## config.mk

```make
export PLATFORM = sky130hd
export DESIGN_NAME = cmpout_unit
export DESIGN_NICKNAME = d
export VERILOG_FILES = /design/src/rtl/cmpout_pkg.sv /design/src/rtl/cmpout_gate.sv /design/src/rtl/cmpout_action.sv /design/src/rtl/cmpout_unit.sv
export SDC_FILE = /design/constraint.sdc
export NUM_CORES = 1
export LEC_CHECK = 0
export ABC_CLOCK_PERIOD_IN_PS = 1400
export CORE_AREA = 2 2 39 41
export CTS_BUF_LIST = sky130_fd_sc_hd__clkbuf_8 sky130_fd_sc_hd__clkbuf_16
export DETAILED_ROUTE_END_ITERATION = 7
export DIE_AREA = 0 0 41 43
export GPL_TIMING_DRIVEN = 0
export PLACE_DENSITY = 0.63
export SETUP_SLACK_MARGIN = 0.2
export SLEW_MARGIN = 20
export SYNTH_ARGS = -nofsm -noshare
export SYNTH_HDL_FRONTEND = slang
export SYNTH_HIERARCHICAL = 1
export SYNTH_SLANG_ARGS = --single-unit
export TNS_END_PERCENT = 50
```

## constraint.sdc

```tcl
create_clock -name clk -period 1.4 [get_ports clk]
set_input_delay 0.14 -clock clk [delete_from_list [all_inputs] [get_ports clk]]
set_output_delay 0.14 -clock clk [all_outputs]
set_load 0.005 [all_outputs]
```

## src/rtl/cmpout_pkg.sv

```systemverilog
package cmpout_pkg;

    // Action taken on the output flip-flop at an event
    typedef enum logic [1:0] {
        ACT_KEEP   = 2'b00,
        ACT_TOGGLE = 2'b01,
        ACT_CLEAR  = 2'b10,
        ACT_SET    = 2'b11
    } oc_act_e;

    // Match gate after a counter write
    typedef enum logic {
        GATE_ARMED = 1'b0,
        GATE_MUTED = 1'b1
    } gate_st_e;

endpackage

```

## src/rtl/cmpout_gate.sv

```systemverilog
module cmpout_gate
    import cmpout_pkg::*;
(
    input  logic clk,
    input  logic rst_n,
    input  logic tick,
    input  logic cnt_wr,
    output logic allow
);

    gate_st_e state_q;
    gate_st_e state_d;

    // Next-state logic
    always_comb begin
        state_d = state_q;
        unique case (state_q)
            GATE_ARMED: if (cnt_wr) state_d = GATE_MUTED;
            GATE_MUTED: begin
                if (cnt_wr)    state_d = GATE_MUTED;
                else if (tick) state_d = GATE_ARMED;
            end
        endcase
    end

    // State register
    always_ff @(posedge clk or negedge rst_n) begin
        if (!rst_n) state_q <= GATE_ARMED;
        else        state_q <= state_d;
    end

    // Output process: a write cycle is itself blocked
    always_comb begin
        allow = 1'b0;
        unique case (state_q)
            GATE_ARMED: allow = !cnt_wr;
            GATE_MUTED: allow = 1'b0;
        endcase
    end

    // a muted gate re-arms on a tick with no new write
    p_rearm_r4: assert property (@(posedge clk) disable iff (!rst_n)
        (state_q == GATE_MUTED && tick && !cnt_wr) |=> (state_q == GATE_ARMED));

    // any write leaves the gate muted
    p_mute_r4: assert property (@(posedge clk) disable iff (!rst_n)
        cnt_wr |=> (state_q == GATE_MUTED));

endmodule

```

## src/rtl/cmpout_action.sv

```systemverilog
module cmpout_action
    import cmpout_pkg::*;
(
    input  logic [1:0] mode,
    input  logic       cur,
    output logic       nxt
);

    oc_act_e act;
    assign act = oc_act_e'(mode);

    always_comb begin
        nxt = cur;
        unique case (act)
            ACT_KEEP:   nxt = cur;
            ACT_TOGGLE: nxt = !cur;
            ACT_CLEAR:  nxt = 1'b0;
            ACT_SET:    nxt = 1'b1;
        endcase
    end

endmodule

```

## src/rtl/cmpout_unit.sv

```systemverilog
module cmpout_unit
    import cmpout_pkg::*;
#(
    parameter int CNT_W = 8
) (
    input  logic             clk,
    input  logic             rst_n,
    input  logic             tick,
    input  logic [CNT_W-1:0] cnt_val,
    input  logic [CNT_W-1:0] cmp_val,
    input  logic             cnt_wr,
    input  logic             force_cmp,
    input  logic [1:0]       act_mode,
    input  logic             port_dat,
    input  logic             port_dir,
    output logic             pin_out,
    output logic             pin_oe
);

    logic allow;
    logic raw_match;
    logic event_hit;
    logic oc_q;
    logic oc_nxt;

    cmpout_gate u_gate (
        .clk    (clk),
        .rst_n  (rst_n),
        .tick   (tick),
        .cnt_wr (cnt_wr),
        .allow  (allow)
    );

    cmpout_action u_act (
        .mode (act_mode),
        .cur  (oc_q),
        .nxt  (oc_nxt)
    );

    assign raw_match = tick && (cnt_val == cmp_val);
    // A match and a force merge into one update
    assign event_hit = (raw_match && allow) || force_cmp;

    always_ff @(posedge clk or negedge rst_n) begin
        if (!rst_n)         oc_q <= 1'b0;
        else if (event_hit) oc_q <= oc_nxt;
    end

    // Pin override selected by the action field only
    assign pin_out = (act_mode != ACT_KEEP) ? oc_q : port_dat;
    assign pin_oe  = port_dir;

    // without a match or force the flip-flop holds
    p_hold_r9: assert property (@(posedge clk) disable iff (!rst_n)
        (!raw_match && !force_cmp) |=> $stable(oc_q));

    // a write cycle never produces a match on its own
    p_wr_block_r4: assert property (@(posedge clk) disable iff (!rst_n)
        (cnt_wr && !force_cmp) |=> $stable(oc_q));

    // force with set action
    p_force_set_r5: assert property (@(posedge clk) disable iff (!rst_n)
        (force_cmp && act_mode == 2'b11) |=> oc_q);

    // force with clear action
    p_force_clr_r5: assert property (@(posedge clk) disable iff (!rst_n)
        (force_cmp && act_mode == 2'b10) |=> !oc_q);

    // toggle with force flips exactly once
    p_single_toggle_r6: assert property (@(posedge clk) disable iff (!rst_n)
        (force_cmp && act_mode == 2'b01) |=> (oc_q != $past(oc_q)));

endmodule

```

## Word level (Yosys, flattened, before mapping)

Cells that the tools add are included.

- Bits in registers: 2
- Output and inout bits: 2
- Bits of input ports: 25
- Word-level logic and storage cells: 23

- Bitwise gates (word level): 2
- Mux-type cells: 7
- Reduce and logical (&&, ||, !) cells: 8
- Equality and inequality tests: 4

Operators with widths:

| operator | number |
|---|---|
| 8-bit == test | 1 |
| 2-bit == test (second input constant) | 2 |
| 1-bit two-way mux | 4 |
| 1-bit one-hot mux with 2 select lines | 2 |
| 1-bit one-hot mux with 3 select lines | 1 |
| 2-bit by 1-bit == test with 1-bit output (second input constant) | 1 |
| 1-bit logical AND | 2 |
| 1-bit logical NOT | 2 |
| 2-bit logical NOT | 1 |
| 1-bit inverter | 2 |
| 2-bit AND reduction | 1 |
| 2-bit nonzero test | 1 |
| 1-bit logical OR | 1 |

## Depth between registers and ports, before layout

- Depth in word-level cells: 5
- Depth in mapped cells: 4

## Cells and area by module

Netlist, hierarchy kept.

By module, submodules not included:

| module | seq. area each (sq um) | area an instance (sq um) | instances | cells an instance |
|---|---|---|---|---|
| cmpout_unit | 25.0 | 158.9 | 1 | 17 |
| cmpout_gate | 25.0 | 40.0 | 1 | 4 |
| cmpout_action | 0.0 | 30.0 | 1 | 2 |

## Least setup slack after synthesis

OpenSTA, ideal clock, no wires.

- Path type: in2reg
- From: input cmp_val[2]
- To: register oc_q
- Setup slack: 0.325 ns
- Cell stages on the path: 4
- Arrival: 0.947 ns
- Setup time: 0.128 ns
- Cells stage by stage: xor2_1 > nor4_2 > a31oi_1 > mux2_1

- Word-level cells in the longest chain between the ends: 5

Ends and longest elaborated chain:

| element | RTL line | source |
|---|---|---|
| start: declaration | cmpout_unit.sv:10 | `input logic [CNT_W-1:0] cmp_val,` |
| 8-bit == test | cmpout_unit.sv:40 | `assign raw_match = tick && (cnt_val == cmp_val);` |
| 1-bit logical AND | cmpout_unit.sv:40 |  |
| 1-bit logical AND | cmpout_unit.sv:42 | `assign event_hit = (raw_match && allow) \|\| force_cmp;` |
| 1-bit logical OR | cmpout_unit.sv:42 |  |
| 2-bit AND reduction (no line) | - |  |
| end signal: assignment | cmpout_unit.sv:46 | `else if (event_hit) oc_q <= oc_nxt;` |
| end: declaration | cmpout_unit.sv:23 | `logic oc_q;` |

Every way passes these cells.
A chain may end at the register's enable or synchronous reset.

## Worst setup path after layout

- From: input tick
- To: register oc_q

- Word-level cells in the longest chain between the ends: 4

Ends and longest elaborated chain:

| element | RTL line | source |
|---|---|---|
| start: declaration | cmpout_unit.sv:8 | `input logic tick,` |
| 1-bit logical AND | cmpout_unit.sv:40 |  |
| 1-bit logical AND | cmpout_unit.sv:42 |  |
| 1-bit logical OR | cmpout_unit.sv:42 |  |
| 2-bit AND reduction (no line) | - |  |

Every way passes these cells.

==> results.cfg <==
[outcome]
status = finished, final reports clean

[global_route]
grt_overflow = 0
grt_use_total_pct = 8.735
grt_max_degree = 3
grt_pass1_vias = 278
grt_pass1_wl_um = 966
antenna_found_initial = 0

[sta]
hold_ws_ns = 0.1039
slew_violations = 0
fin_crit_ns = 1.117
relSlewSlack_pct = 85.06
skew_ns = 0.001446
fmax_ghz = 0.8952
worstMarginPinSlew_ns = 0.2223
post-route-period-util_pct = 79.79
finalSetupViolCount = 0
rsz0062_at_grt = yes
finalHoldViolCount = 0

[finish]
fillers = 151
fin_nets = 79
n_antenna_cell = 0
fin_util_pct = 37.97
finalInstanceArea_um2 = 525.5
area_growth_syn_to_layout_pct = 129.5
drive_above_1_share_pct = 21.15
final_cells = 68

[pwr]
total_power_uw = 434.2
power.leakage_uw = 0.0002566
vdd_drop_max_mv = 0.3599
powerDensity_nw_per_um2 = 826.3

[logic_synthesis]
synth.distinct_cells = 15
yosys_warnings = 6
async_flop_share_pct = 100.0
syn-num-nets = 48
synth_edf_count = 0
netlist_area_um2 = 229.0
synth_top_area_share_pct = 26.78
synth.area.top_cells = xor2_1 27%, dfrtp_1 22%, xnor2_2 7.1%
synth_flop_cell = dfrtp_1
synth-seq-cells = 2
postSynthAreaPerCell_um2 = 9.955
ys_seq_area_share_pct = 21.86
synthTopCellsByCount = 7 x xor2_1, 2 x dfrtp_1, 2 x nor2_1
yosysMostFrequentCell = xor2_1
yosysTopAreaCell = xor2_1
syn_inst = 23

[floorplanning]
ios = 27
core_area_um2 = 1384
std_cell_rows = 14
die_w_um = 41
fp.dieH_um = 43
die_area_um2 = 1763
start_util_pct = 16.55

[clock_network]
cts_buffers = 3
h-tree-depth = 1
clk_pin_slew_ns = 0.03
cts_tree = yes
clock-sinks = 2
holdBufCountCts = 0
clock_path_buffers = 2
ctsRootBufferMaster = clkbuf_8
clock_latency_ns = 0.21

[worst_setup_path]
r2r_end = oc_q
worst_setup_path_start_kind = input pin
path_class = input pin to flip-flop
end_kind = flip-flop
cp_slowest_cell = clkdlybuf4s50_1
cp_data_required_time_ns = 1.49
crit_chain = clkdlybuf4s50_1 > and3_1 > a31oi_1 > mux2_1
r2r_start = u_gate/state_q
cp.arrival_ns = 1.20
crit_path_max_fanout = 2
ff2ff_path_depth = 4
max_stage_delay_ns = 0.41
r2r_setup_slack_ns = 0.29

[drt]
drc = 0
drt-total-wl_um = 595
via_per_inst = 3.926
drt_pass1_iterations = 1
drt_iter0_markers = 0
routedWlPerCell_um = 8.750
vias = 267
ant_nets = 0

[placement]
port_buffers = 25
placed_area_um2 = 499.2
dpl.cell_count = 64
globalplace.congestion = 0.6122

[job]
cap_viol_max_count = 0

[min_path]
min_path_type = input pin to async pin
==> cell families after synthesis <==
logic type | after synthesis | synth area share [%]
multiplexers | 2 | 9.835
XOR/XNOR | 9 | 37.71
AND/OR/NAND/NOR | 6 | 19.67
buffers and inverters | 2 | 4.918
AO/OA/AOI/OAI | 2 | 6.014
flip-flops | 2 | 21.86
==> sequential cells by signal, indices dropped and copies added, names as in the netlist <==
name and cells:
oc_q 1, u_gate/state_q 1
==> layout by cell type, fill, tap and decap left out <==
cell,instances
a21o_1,1
a31oi_1,1
and3_1,1
buf_2,1
buf_4,2
clkbuf_2,1
clkbuf_8,3
clkdlybuf4s15_1,5
clkdlybuf4s50_1,5
dfrtp_1,2
dlygate4sd2_1,13
inv_1,1
mux2_1,1
mux2_4,1
nand2b_4,1
nor2_1,2
nor3_1,1
nor4_2,1
xnor2_1,1
xnor2_2,1
xor2_1,7
==> worst max-delay path, delay by kind of cell <==
family / cells / cell delay [ns]
and+or+nand+nor: 1 / 0.17
buffers and inverters: 1 / 0.41
muxes: 1 / 0.33
AOI/OAI and AO/OA: 1 / 0.15
==> through the flow <==
stage          setup TNS, ns  worst slack [ns]
3_3_place_gp         -0.4527           -0.2552
5_1_grt                    0            0.1935
2_1_floorplan              0            0.3253
3_5_place_dp         -0.4782           -0.2569
6_report                   0            0.2830
4_1_cts                    0            0.1827
==> layer usage <==
| metal | wire length [um] | vias up | global-route usage (%) |
|---|---|---|---|
| met5 | 0 | - | 0 |
| met4 | 12 | 0 | 10.00 |
| met3 | 93 | 2 | 1.571 |
| met2 | 308 | 23 | 13.44 |
| met1 | 180 | 106 | 8.360 |
| li1 | - | 136 | - |
==> what timing repair did <==
action	4_1_cts	5_1_grt
pin swaps	12	7
endpoints found under the setup margin	2	2
buffers inserted	1	0
hold endpoints to repair	0	0
gates cloned	0	0
resized for setup	23	8
==> power by group <==
part	total, uW	switching, uW	internal (uW)
clock network	223	41.5	181
logic	139	45.4	93.9
registers	72.1	4.62	67.4
total	434	91.5	343
==> area by class of cell <==
class	count	area, um^2	area share, %
timing repair buffer	26	231.5	44.05
multi-input combinational	19	171.4	32.62
sequential	2	50.05	9.524
clock buffer	3	41.29	7.857
tap	16	20.02	3.810
buffer	1	7.507	1.429
inverter	1	3.754	0.7143
==> worst max-delay path by stage <==
stage | start | end | slack (ns) | cells past startpoint
floorplan | cmp_val[2] | oc_q | 0.33 | 4
global placement | act_mode[0] | pin_out | -0.26 | 4
detailed placement | act_mode[0] | pin_out | -0.26 | 4
CTS | cnt_val[6] | oc_q | 0.18 | 5
global route | cnt_val[4] | oc_q | 0.19 | 5
finish | tick | oc_q | 0.28 | 4
Note: power is estimated with default switching activity, not from simulation.
